[src/rtl/snoop_mapper_pkg.sv]
package snoop_mapper_pkg;
  typedef enum logic [2:0] {
    RGN_PASS,
    RGN_SELECT,
    RGN_PAGE_WIN,
    RGN_STRIPE_WIN,
    RGN_STROBE
  } region_e;
endpackage

[src/rtl/snoop_region_dec.sv]
module snoop_region_dec
  import snoop_mapper_pkg::*;
#(
  parameter int ADDR_W       = 16,
  parameter int PAGE_BITS    = 8,
  parameter int SELECT_ADDR  = 'h00FC,
  parameter int PAGE_WIN_HI  = 'h7C,
  parameter int STRIPE_WIN_HI = 'h7E,
  parameter int STROBE_HI    = 'h7F
) (
  input  logic [ADDR_W-1:0] addr,
  output region_e           rgn
);
  localparam int HI_W = ADDR_W - PAGE_BITS;

  logic [HI_W-1:0] hi;
  assign hi = addr[ADDR_W-1:PAGE_BITS];

  always_comb begin
    if (addr == ADDR_W'(SELECT_ADDR))        rgn = RGN_SELECT;
    else if (hi == HI_W'(PAGE_WIN_HI))       rgn = RGN_PAGE_WIN;
    else if (hi == HI_W'(STRIPE_WIN_HI))     rgn = RGN_STRIPE_WIN;
    else if (hi == HI_W'(STROBE_HI))         rgn = RGN_STROBE;
    else                                     rgn = RGN_PASS;
  end
endmodule

[src/rtl/snoop_bus_capture.sv]
module snoop_bus_capture #(
  parameter int ADDR_W = 16,
  parameter int DATA_W = 8
) (
  input  logic              clk,
  input  logic              rst_n,
  input  logic [ADDR_W-1:0] cpu_addr,
  input  logic [DATA_W-1:0] cpu_data,
  input  logic              cpu_phi2,
  output logic              commit,
  output logic [ADDR_W-1:0] cap_addr,
  output logic [DATA_W-1:0] cap_data
);
  logic              phi2_q;
  logic [ADDR_W-1:0] addr_d;
  logic [DATA_W-1:0] data_d;

  // snapshot follows the bus only while phi2 is high
  always_comb begin
    addr_d = cap_addr;
    data_d = cap_data;
    if (cpu_phi2) begin
      addr_d = cpu_addr;
      data_d = cpu_data;
    end
  end

  always_ff @(posedge clk or negedge rst_n) begin
    if (!rst_n) begin
      phi2_q   <= 1'b0;
      cap_addr <= '0;
      cap_data <= '0;
    end else begin
      phi2_q   <= cpu_phi2;
      cap_addr <= addr_d;
      cap_data <= data_d;
    end
  end

  assign commit = phi2_q & ~cpu_phi2;
endmodule

[src/rtl/snoop_bank_regs.sv]
module snoop_bank_regs
  import snoop_mapper_pkg::*;
#(
  parameter int ADDR_W       = 16,
  parameter int DATA_W       = 8,
  parameter int PAGE_BITS    = 8,
  parameter int STRIPE_SHIFT = 3
) (
  input  logic              clk,
  input  logic              rst_n,
  input  logic              commit,
  input  region_e           cap_rgn,
  input  logic [ADDR_W-1:0] cap_addr,
  input  logic [DATA_W-1:0] cap_data,
  output logic [DATA_W-1:0] page_q,
  output logic [DATA_W-1:0] stripe_q
);
  logic [DATA_W-1:0]    page_d;
  logic [DATA_W-1:0]    stripe_d;
  logic [PAGE_BITS-1:0] strobe_idx;

  assign strobe_idx = cap_addr[PAGE_BITS-1:0] >> STRIPE_SHIFT;

  always_comb begin
    page_d   = page_q;
    stripe_d = stripe_q;
    if (commit) begin
      case (cap_rgn)
        RGN_SELECT: page_d   = cap_data;
        RGN_STROBE: stripe_d = DATA_W'(strobe_idx);
        default: ;
      endcase
    end
  end

  always_ff @(posedge clk or negedge rst_n) begin
    if (!rst_n) begin
      page_q   <= '0;
      stripe_q <= '0;
    end else begin
      page_q   <= page_d;
      stripe_q <= stripe_d;
    end
  end
endmodule

[src/rtl/snoop_xlate.sv]
module snoop_xlate
  import snoop_mapper_pkg::*;
#(
  parameter int ADDR_W    = 16,
  parameter int DATA_W    = 8,
  parameter int PAGE_BITS = 8,
  parameter int EXT_W     = 1 + DATA_W + PAGE_BITS
) (
  input  logic [ADDR_W-1:0] cpu_addr,
  input  logic              cpu_rw,
  input  logic              cpu_phi2,
  input  region_e           rgn,
  input  logic [DATA_W-1:0] page_q,
  input  logic [DATA_W-1:0] stripe_q,
  output logic [EXT_W-1:0]  ext_addr,
  output logic              ext_ce,
  output logic [DATA_W-1:0] rd_data,
  output logic              rd_oe
);
  localparam int IDX_W = $clog2(DATA_W);
  localparam logic [DATA_W-1:0] MASK_TOP = {1'b1, {(DATA_W-1){1'b0}}};

  logic [PAGE_BITS-1:0] off;
  assign off = cpu_addr[PAGE_BITS-1:0];

  always_comb begin
    ext_addr = {{(EXT_W-ADDR_W){1'b0}}, cpu_addr};
    ext_ce   = 1'b0;
    case (rgn)
      RGN_PAGE_WIN: begin
        ext_addr = {1'b1, page_q, off};
        ext_ce   = cpu_phi2;
      end
      RGN_STRIPE_WIN: begin
        ext_addr = {1'b1, stripe_q, off};
        ext_ce   = cpu_phi2;
      end
      default: ;
    endcase
  end

  always_comb begin
    rd_oe   = cpu_phi2 & cpu_rw & (rgn == RGN_STROBE);
    rd_data = '0;
    if (rd_oe) rd_data = MASK_TOP >> cpu_addr[IDX_W-1:0];
  end
endmodule

[src/rtl/snoop_page_mapper.sv]
module snoop_page_mapper
  import snoop_mapper_pkg::*;
#(
  parameter int ADDR_W        = 16,
  parameter int DATA_W        = 8,
  parameter int PAGE_BITS     = 8,
  parameter int STRIPE_SHIFT  = 3,
  parameter int SELECT_ADDR   = 'h00FC,
  parameter int PAGE_WIN_HI   = 'h7C,
  parameter int STRIPE_WIN_HI = 'h7E,
  parameter int STROBE_HI     = 'h7F,
  localparam int EXT_W        = 1 + DATA_W + PAGE_BITS
) (
  input  logic              clk,
  input  logic              rst_n,
  input  logic [ADDR_W-1:0] cpu_addr,
  input  logic [DATA_W-1:0] cpu_data,
  input  logic              cpu_rw,
  input  logic              cpu_phi2,
  output logic [EXT_W-1:0]  ext_addr,
  output logic              ext_ce,
  output logic [DATA_W-1:0] rd_data,
  output logic              rd_oe
);
  logic [1:0]        rst_pipe;
  logic              rst_n_sync;
  logic              cap_commit;
  logic [ADDR_W-1:0] cap_addr;
  logic [DATA_W-1:0] cap_data;
  region_e           cap_rgn;
  region_e           cur_rgn;
  logic [DATA_W-1:0] page_q;
  logic [DATA_W-1:0] stripe_q;

  // asynchronous assertion, synchronous release
  always_ff @(posedge clk or negedge rst_n) begin
    if (!rst_n) rst_pipe <= 2'b00;
    else        rst_pipe <= {rst_pipe[0], 1'b1};
  end
  assign rst_n_sync = rst_pipe[1];

  snoop_bus_capture #(.ADDR_W(ADDR_W), .DATA_W(DATA_W)) u_cap (
    .clk(clk), .rst_n(rst_n_sync), .cpu_addr(cpu_addr), .cpu_data(cpu_data),
    .cpu_phi2(cpu_phi2), .commit(cap_commit), .cap_addr(cap_addr), .cap_data(cap_data)
  );

  snoop_region_dec #(
    .ADDR_W(ADDR_W), .PAGE_BITS(PAGE_BITS), .SELECT_ADDR(SELECT_ADDR),
    .PAGE_WIN_HI(PAGE_WIN_HI), .STRIPE_WIN_HI(STRIPE_WIN_HI), .STROBE_HI(STROBE_HI)
  ) u_dec_cap (.addr(cap_addr), .rgn(cap_rgn));

  snoop_region_dec #(
    .ADDR_W(ADDR_W), .PAGE_BITS(PAGE_BITS), .SELECT_ADDR(SELECT_ADDR),
    .PAGE_WIN_HI(PAGE_WIN_HI), .STRIPE_WIN_HI(STRIPE_WIN_HI), .STROBE_HI(STROBE_HI)
  ) u_dec_cur (.addr(cpu_addr), .rgn(cur_rgn));

  snoop_bank_regs #(
    .ADDR_W(ADDR_W), .DATA_W(DATA_W), .PAGE_BITS(PAGE_BITS), .STRIPE_SHIFT(STRIPE_SHIFT)
  ) u_regs (
    .clk(clk), .rst_n(rst_n_sync), .commit(cap_commit), .cap_rgn(cap_rgn),
    .cap_addr(cap_addr), .cap_data(cap_data), .page_q(page_q), .stripe_q(stripe_q)
  );

  snoop_xlate #(
    .ADDR_W(ADDR_W), .DATA_W(DATA_W), .PAGE_BITS(PAGE_BITS), .EXT_W(EXT_W)
  ) u_xlate (
    .cpu_addr(cpu_addr), .cpu_rw(cpu_rw), .cpu_phi2(cpu_phi2), .rgn(cur_rgn),
    .page_q(page_q), .stripe_q(stripe_q), .ext_addr(ext_addr), .ext_ce(ext_ce),
    .rd_data(rd_data), .rd_oe(rd_oe)
  );
endmodule

[config.mk]
export PLATFORM = sky130hd
export DESIGN_NAME = snoop_page_mapper
export DESIGN_NICKNAME = d
export VERILOG_FILES = /design/src/rtl/snoop_mapper_pkg.sv /design/src/rtl/snoop_region_dec.sv /design/src/rtl/snoop_bus_capture.sv /design/src/rtl/snoop_bank_regs.sv /design/src/rtl/snoop_xlate.sv /design/src/rtl/snoop_page_mapper.sv
export SDC_FILE = /design/constraint.sdc
export NUM_CORES = 1
export LEC_CHECK = 0
export CAP_MARGIN = 20
export CORE_MARGIN = 2
export CORE_UTILIZATION = 46
export CTS_BUF_LIST = sky130_fd_sc_hd__clkbuf_16
export DETAILED_ROUTE_END_ITERATION = 7
export PLACE_DENSITY = 0.79
export SYNTH_ARGS = -nofsm -noshare
export SYNTH_HDL_FRONTEND = slang
export SYNTH_SLANG_ARGS = --single-unit
[constraint.sdc]
create_clock -name clk -period 2.2 [get_ports clk]
set_input_delay 0.44 -clock clk [delete_from_list [all_inputs] [get_ports clk]]
set_output_delay 0.44 -clock clk [all_outputs]
set_load 0.05 [all_outputs]
## Word-level counts from Yosys, hierarchy flattened

Cells that the tools add are included.

- Bitwise logic cells: 4
- Add/subtract/negate cells: 0
- Order comparisons: 0
- Reductions and logical operators: 3
- $mul: 0
- Div/mod/pow operators: 0
- Mux-type cells: 11
- Shifts and indexed selects: 1
- Equal/unequal tests: 13

Operators by type and width:

| cell | number |
|---|---|
| 8-bit by 7-bit equality test with 1-bit output (second input constant) | 6 |
| 17-bit one-hot mux with 2 select lines | 1 |
| 16-bit by 8-bit equality test with 1-bit output (second input constant) | 2 |
| 3-bit 2-to-1 mux | 8 |
| 8-bit 2-to-1 mux | 1 |
| 8-bit by 3-bit >> shifter with 8-bit output (first input constant) | 1 |
| 3-bit by 2-bit equality test with 1-bit output (second input constant) | 2 |
| 3-bit equality test (second input constant) | 2 |
| 2-bit AND reduction | 2 |
| 1-bit AND | 3 |
| 3-bit by 1-bit equality test with 1-bit output (second input constant) | 1 |
| 2-bit OR reduction | 1 |
| 1-bit 2-to-1 mux | 1 |
| 1-bit inverter | 1 |

- Memory bits (writable): 0
- Bits of input ports: 28
- Latch bits: 0
- Register bits: 40
- Memories: 0
- Logic and storage cells: 38
- ROM bits: 0

## Longest topological paths before layout

Gate-level depths: netlist of the first run.

- Word-level depth: 8
- Mapped depth: 6
- Mapped depth without buffers: 4

## Modules after synthesis

From an unflattened synthesis of the first run, not the netlist that was laid out.

- Cells, all modules: 158
- Area total of the unflattened synthesis: 2,177.1 sq um

Modules (own cells, without submodules):

| module | area each (sq um) | sequential area each (sq um) | cells each | times used |
|---|---|---|---|---|
| snoop_bus_capture | 1,024.7 | 625.6 | 53 | 1 |
| snoop_bank_regs | 564.3 | 325.3 | 33 | 1 |
| snoop_xlate | 386.6 | 0.0 | 45 | 1 |
| snoop_region_dec | 73.8 | 0.0 | 12 | 2 |
| snoop_page_mapper | 53.8 | 50.0 | 3 | 1 |

## Least setup slack after synthesis of the first run

No wires, ideal clock.

- Path type: input port to output port
- Start point: input port cpu_addr[9]
- End point: output port rd_data[2]
- Path buffers: 1
- Arrival time: 3.504 ns
- Setup slack: -1.744 ns
- Cell stages on the path: 5
- Cell sequence: clkbuf_1 -> nand4_1 -> nor3_1 -> nand2_1 -> nor3b_1

- Longest elaborated chain between the ends: 8
- Elaborated cells between the ends (all ways): 11
- Classes of those cells: 5 x eq/ne; 5 x mux; 1 x bitwise

Ends and longest elaborated chain:

| element | line | source |
|---|---|---|
| start: declaration | snoop_page_mapper.sv:16 | `input logic [ADDR_W-1:0] cpu_addr,` |
| 8-bit by 7-bit equality test with 1-bit output | snoop_region_dec.sv:23 | `else if (hi == HI_W'(STROBE_HI)) rgn = RGN_STROBE;` |
| 3-bit 2-to-1 mux | snoop_region_dec.sv:23 |  |
| 3-bit 2-to-1 mux | snoop_region_dec.sv:22 | `else if (hi == HI_W'(STRIPE_WIN_HI)) rgn = RGN_STRIPE_WIN;` |
| 3-bit 2-to-1 mux | snoop_region_dec.sv:21 | `else if (hi == HI_W'(PAGE_WIN_HI)) rgn = RGN_PAGE_WIN;` |
| 3-bit 2-to-1 mux (*) | snoop_region_dec.sv:20 | `if (addr == ADDR_W'(SELECT_ADDR)) rgn = RGN_SELECT;` |
| 3-bit equality test (*) | snoop_xlate.sv:43 | `rd_oe = cpu_phi2 & cpu_rw & (rgn == RGN_STROBE);` |
| 1-bit AND (*) | snoop_xlate.sv:43 |  |
| net rd_oe | snoop_page_mapper.sv:23 | `output logic rd_oe` |
| 8-bit 2-to-1 mux (*) | snoop_xlate.sv:45 | `if (rd_oe) rd_data = MASK_TOP >> cpu_addr[IDX_W-1:0];` |
| end: declaration | snoop_page_mapper.sv:22 | `output logic [DATA_W-1:0] rd_data,` |

The timed path passes the listed nets; every way through them passes the cells marked *.

## Worst setup path after layout of the first run

- Start point: input port cpu_addr[13]
- End point: output port rd_data[2]

- Longest elaborated chain between the ends: 8
- Elaborated cells between the ends (all ways): 11
- Classes of those cells: 5 x eq/ne; 5 x mux; 1 x bitwise

Ends and longest elaborated chain:

| element | line |
|---|---|
| 8-bit by 7-bit equality test with 1-bit output | snoop_region_dec.sv:23 |
| 3-bit 2-to-1 mux | snoop_region_dec.sv:23 |
| 3-bit 2-to-1 mux | snoop_region_dec.sv:22 |
| 3-bit 2-to-1 mux | snoop_region_dec.sv:21 |
| 3-bit 2-to-1 mux (*) | snoop_region_dec.sv:20 |
| 3-bit equality test (*) | snoop_xlate.sv:43 |
| 1-bit AND (*) | snoop_xlate.sv:43 |
| 8-bit 2-to-1 mux (*) | snoop_xlate.sv:45 |

Every way passes the cells marked *; elsewhere a longest branch is shown, timed or not.

==> results of run 1 <==
==> power by group <==
group          total [mW]  leakage, nW  internal (mW)  switching (mW)
Combinational       0.321        0.835          0.169           0.152
Clock               0.783       0.0850          0.527           0.255
Sequential          0.826        0.497          0.788          0.0382
==> cell usage in the layout (no fill, tap or decap), types with 2 or more instances in the layout <==
master           count
mux2_2              29
nand4b_1             2
nand3_1              3
clkbuf_2             4
dfrtp_1             40
o21ai_2              2
nand2_1              3
and3b_1              2
mux2i_1              4
nand4_1              3
dlygate4sd2_1        2
nor3_4               3
inv_1                6
buf_4               23
nor3_1               2
clkdlybuf4s15_1      4
a21boi_2             3
buf_12              25
clkdlybuf4s50_1     16
buf_6                2
mux2_4               8
nor3b_4              3
clkbuf_16            5
==> sequential cells by signal (all words and copies together), names as in the netlist <==
signal           cells
u_cap.cap_addr      16
rst_pipe             2
u_cap.cap_data       8
u_cap.phi2_q         1
u_regs.page_q        8
u_regs.stripe_q      5
==> final cells by class <==
type,instances,area [µm²]
clock inverter,3,38.8
clock buffer,5,125
inverter,5,18.8
multi-input combinational,81,850
timing repair buffer,77,946
tap,50,62.6
sequential,40,1000
fill,237,872
==> timing repair <==
action,CTS,global route
gates resized for setup,22,10
hold buffers,0,0
pin swaps,5,5
setup endpoints to repair,19,8
setup buffers,1,0
==> worst max-delay path by stage <==
stage,cells past startpoint,startpoint,to
after global routing,6,cpu_rw,rd_data[2]
final,7,cpu_addr[13],rd_data[2]
after CTS,7,cpu_addr[13],rd_data[2]
after floorplan,5,cpu_addr[9],rd_data[1]
after detailed placement,7,cpu_addr[13],ext_addr[14]
after global placement,7,cpu_addr[15],ext_addr[13]
==> worst max-delay path, cell delays in order <==
cell and delay, ps:
clkdlybuf4s15_1 220, nand4_1 120, buf_4 170, nor3_4 220, nand2_4 120, nor3b_4 240
buf_12 170
==> metrics by stage <==
step            util  setup slack [ps]
2_1_floorplan      -              -225
3_3_place_gp   0.727              -214
3_5_place_dp   0.727              -319
4_1_cts        0.779              3.77
5_1_grt        0.777             -10.0
6_report       0.777              53.5
==> logic make-up (layout without fill, tap and decap cells) <==
kind of cell	count (synthesis)	after routing	synth area share
compound gates	9	9	0.0326
buf+inv	19	90	0.0597
flops	40	40	0.543
mux	41	41	0.264
other cells	1	1	0.00203
simple gates	30	30	0.0984
==> routing by layer <==
layer / GRT usage / vias up / share of wire
met1: 0.281 / 668 / 0.37
met2: 0.416 / 44 / 0.55
met5: 0 / - / 0
li1: - / 633 / -
met4: 0.120 / 0 / 0.029
met3: 0.0483 / 15 / 0.045
==> summary.md, run 1 <==
| Metric | Value |
|---|---|
| Outcome | `completed` |
| Antenna Nets Post-Route | `0` |
| GRT Total Usage | `0.239` |
| GPL Wtd Cong | `0.793` |
| # port buffers | `54` |
| Worst-path clk slew | `50 ps` |
| Routed wire length | `4.69 mm` |
| DR pass1 iterations | `4` |
| Vias in the first global route | `1,498` |
| ANT cells | `0` |
| Initial antenna violation count | `0` |
| Pwr/cell area | `634 nW/µm²` |
| Post-synth top area share | `0.543` |
| Worst flop-to-flop path endpoint | `u_regs.page_q[0]` |
| Layout cells sized above 1 | `0.555` |
| Hold Violations, Final | `0` |
| Starting Density | `0.471` |
| Die W | `67.3 µm` |
| Ys flop type | `dfrtp_1` |
| TritonCTS clock tree | `yes` |
| Mapped Cells | `140` |
| Clk_lat worst skew | `280 ps` |
| Syn_nets | `168` |
| Syn avg cell area | `13.2 µm²` |
| Register area share after synthesis | `0.543` |
| Layout Nets | `238` |
| Avg Vias per Cell | `5.21` |
| Final Cell Area | `3040 µm²` |
| Reg2reg setup slack | `260 ps` |
| Synthesis-to-layout area growth | `65.0%` |
| Area after DPL | `2850 µm²` |
| Clk root buf | `clkbuf_16` |
| Post-synth top cells | `dfrtp_1, mux2_2, buf_4, mux2_4` |
| Leak pwr | `1.42 nW` |
| Post-synth EDFFs | `0` |
| Mapped cell area | `1840 µm²` |
| Worst clock skew | `3.19 ps` |
| Fin crit period | `2150 ps` |
| Setup CP Type | `in2out` |
| Area leader, netlist | `dfrtp_1` |
| IO Pins | `55` |
| Die extent in y | `67.3 µm` |
| Largest fanout on the critical path | `4` |
| Synth warn | `0` |
| Via count | `1,360` |
| Total negative slack | `0 ps` |
| Detailed placement HPWL | `3.53 mm` |
| Final non-filler cell total | `261` |
| Reg2Reg Depth | `4` |
| CTS max path bufs | `2` |
| Placed cells | `252` |
| Worst path required time | `1760 ps` |
| Peak VDD IR | `0.561 mV` |
| Worst hold margin | `187 ps` |
| Pins over their slew limit | `0` |
| Largest cells by area after synthesis | `dfrtp_1, mux2_2, mux2_4` |
| Total power | `1.93 mW` |
| Yosys reg bits | `40` |
| WP data arrival | `1710 ps` |
| Crit end category | `output pin` |
| Hold Path Class | `reg2async` |
| Critical Path Start Type | `primary input` |
| Max capacitance violation total | `0` |
| Global-route wire length before repair | `7.65 mm` |
| H-tree level count | `2` |
| Most frequent cell after synthesis | `dfrtp_1` |
| Global route total overflow | `0` |
| Drt initial violations | `55` |
| Die Area | `4530 µm²` |
| CTS sink count | `40` |
| Drt drc | `0` |
| Core Region | `3910 µm²` |
| # setup viols final | `0` |
| Final period util | `0.976` |
| Async SR Flop Fraction | `1.00` |
| Max Clock Freq | `466 MHz` |
| Row Count | `23` |
| Wire length per cell | `18.0 µm` |
| RR Startpoint | `u_cap.cap_addr[9]` |
| TritonCTS Buffers | `5` |
| Post-synth cell types | `30` |
| Largest net degree at the start of global routing | `28` |
No activity file was read; power rests on OpenSTA's default activity.
==> run 2, diff against run 1 <==
--- a/config.mk
+++ b/config.mk
@@ -10,7 +10,9 @@
 export CORE_UTILIZATION = 46
 export CTS_BUF_LIST = sky130_fd_sc_hd__clkbuf_16
 export DETAILED_ROUTE_END_ITERATION = 7
+export MAX_ROUTING_LAYER = met4
 export PLACE_DENSITY = 0.79
+export REMOVE_ABC_BUFFERS = 1
 export SYNTH_ARGS = -nofsm -noshare
 export SYNTH_HDL_FRONTEND = slang
 export SYNTH_SLANG_ARGS = --single-unit
==> run 2 against run 1 <==
- clock power is 15% lower
- register-to-register slack is essentially flat
- routed wire length rose by 4.1%
- utilization fell by 1.2 points
- sequential share of layout area increased by 0.51 points
- global-route usage grew 1.1 points
- fmax is 1.6% lower
- design area fell by 1.5%
- cell count increased by 1.5%
- setup slack worse by 36 ps
- critical endpoint is now ext_addr[9]
- largest cell class unchanged
- highest routed layer unchanged
==> summary.md, run 2 (synthesis results as in run 1) <==
| Metric | Value |
|---|---|
| Outcome | `completed` |
| Crit end category | `output pin` |
| Worst-path clk slew | `50 ps` |
| Core Region | `3910 µm²` |
| Drt initial violations | `89` |
| Seq pwr share | `0.455` |
| Pins over their slew limit | `0` |
| Most frequent cells in the layout | `dfrtp_1, buf_4, mux2_2` |
| Hold Violations, Final | `0` |
| # port buffers | `54` |
| TritonCTS clock tree | `yes` |
| Setup CP Type | `in2out` |
| Worst hold margin | `300 ps` |
| CTS sink count | `40` |
| Max Clock Freq | `458 MHz` |
| Psw | `445 µW` |
| GPL Wtd Cong | `0.764` |
| RSZ-0062 raised after global routing | `true` |
| Hold Path Class | `reg2async` |
| Fin crit period | `2180 ps` |
| Number of flip-flops in the largest register | `16` |
| TritonCTS Buffers | `5` |
| Comb power frac | `0.174` |
| WP data arrival | `1740 ps` |
| Commonest non-fill, non-tap cell in the layout | `dfrtp_1` |
| Die extent in y | `67.3 µm` |
| # setup viols final | `0` |
| Total power | `1.80 mW` |
| Clock power frac | `0.371` |
| CTS max path bufs | `2` |
| CTS Hold Bufs | `0` |
| ANT cells | `0` |
| Routed wire length | `4.88 mm` |
| Starting Density | `0.471` |
| Peak VDD IR | `0.674 mV` |
| Synthesis-to-layout area growth | `62.5%` |
| Pint | `1.36 mW` |
| Placed cells | `254` |
| Worst path required time | `1760 ps` |
| GRT Total Usage | `0.250` |
| Max capacitance violation total | `0` |
| Largest net degree at the start of global routing | `39` |
| Critical-path cell list | `dlygate4sd2_1 > nand2b_4 > nor3_2 > buf_4 > a21oi_1 > a31oi_2 > buf_12` |
| Pwr/cell area | `602 nW/µm²` |
| Cell family with most CP delay | `buffers and inverters` |
| H-tree level count | `2` |
| Sw Ratio | `0.247` |
| CP max stage cell | `dlygate4sd2_1` |
| Leading registers by flop count | `u_cap.cap_addr (16), u_cap.cap_data (8), u_regs.page_q (8)` |
| Clk root buf | `clkbuf_16` |
| Drt drc | `0` |
| Final period util | `0.992` |
| Critical Path Start Type | `primary input` |
| Global route total overflow | `0` |
| CP bufs+invs | `3` |
| Layout cells sized above 1 | `0.544` |
| Detailed placement HPWL | `3.28 mm` |
| Worst clock skew | `4.85 ps` |
| Initial antenna violation count | `0` |
| Largest reg by FF count | `u_cap.cap_addr` |
| DR pass1 iterations | `4` |
| Largest fanout on the critical path | `6` |
| Leak pwr | `1.41 nW` |
| Die Area | `4530 µm²` |
| IO Pins | `55` |
| Avg Vias per Cell | `5.37` |
| Clk_lat worst skew | `280 ps` |
| Slowest Stage Delay on Critical Path | `290 ps` |
| Die W | `67.3 µm` |
| Global-route wire length before repair | `7.81 mm` |
| Final non-filler cell total | `265` |
| Antenna Nets Post-Route | `0` |
| Layout Nets | `243` |
| Row Count | `23` |
| Wire length per cell | `18.4 µm` |
| Via count | `1,424` |
| Vias in the first global route | `1,484` |
## run 2: path summary, 6_finish.rpt
check,startpoint,to,slack [ps],depth (start not counted)
max in group asynchronous,rst_pipe[1],u_regs.page_q[6],1570,1
hold reg to reg,rst_pipe[1],u_cap.cap_addr[6],300,1
setup reg to reg,u_cap.cap_addr[9],u_regs.page_q[6],250,4
min in group clk,rst_pipe[0],rst_pipe[1],350,0
setup / recovery,cpu_addr[14],ext_addr[9],20,7
hold / removal,rst_pipe[1],u_cap.cap_addr[6],300,1
## run 2: metal layers
| metal | vias to the layer above | global-route usage | part of all wire |
|---|---|---|---|
| li1 | 637 | - | - |
| met1 | 732 | 0.311 | 0.40 |
| met2 | 41 | 0.387 | 0.53 |
| met3 | 14 | 0.0600 | 0.033 |
| met4 | 0 | 0.117 | 0.030 |
| met5 | - | - | 0 |
## run 2: cell type report
type / instances / area [µm²]
Fill cell: 243 / 918
Tap cell: 50 / 62.6
Inverter: 5 / 18.8
Multi-Input combinational cell: 81 / 802
Sequential cell: 40 / 1000
Timing Repair Buffer: 82 / 977
Clock buffer: 5 / 125
Clock inverter: 2 / 8.76
## run 2: power groups by stage
stage | Sequential (mW) | Combinational [mW] | Clock, mW
3_5_place_dp | 0.833 | 0.303 | 0
6_report | 0.820 | 0.313 | 0.669
2_1_floorplan | 0.831 | 0.0997 | 0
4_1_cts | 0.820 | 0.310 | 0.680
3_3_place_gp | 0.829 | 0.295 | 0
5_1_grt | 0.827 | 0.330 | 0.715
## run 2: repair_timing
action | 4_1_cts | 5_1_grt
pin swaps | 7 | 3
setup buffers | 1 | 3
setup endpoints to repair | 19 | 14
resized for setup | 37 | 17
## run 2: stage by stage
step,cell area [µm²],utilization,TNS (ps),setup slack [ps]
after CTS,2980,0.761,0,1.74
final,3000,0.765,0,17.8
after global routing,3000,0.765,-115,-55.8
after floorplan,1750,-,-17110,-1540
after global placement,2770,0.707,-4280,-281
after detailed placement,2770,0.707,-6400,-438
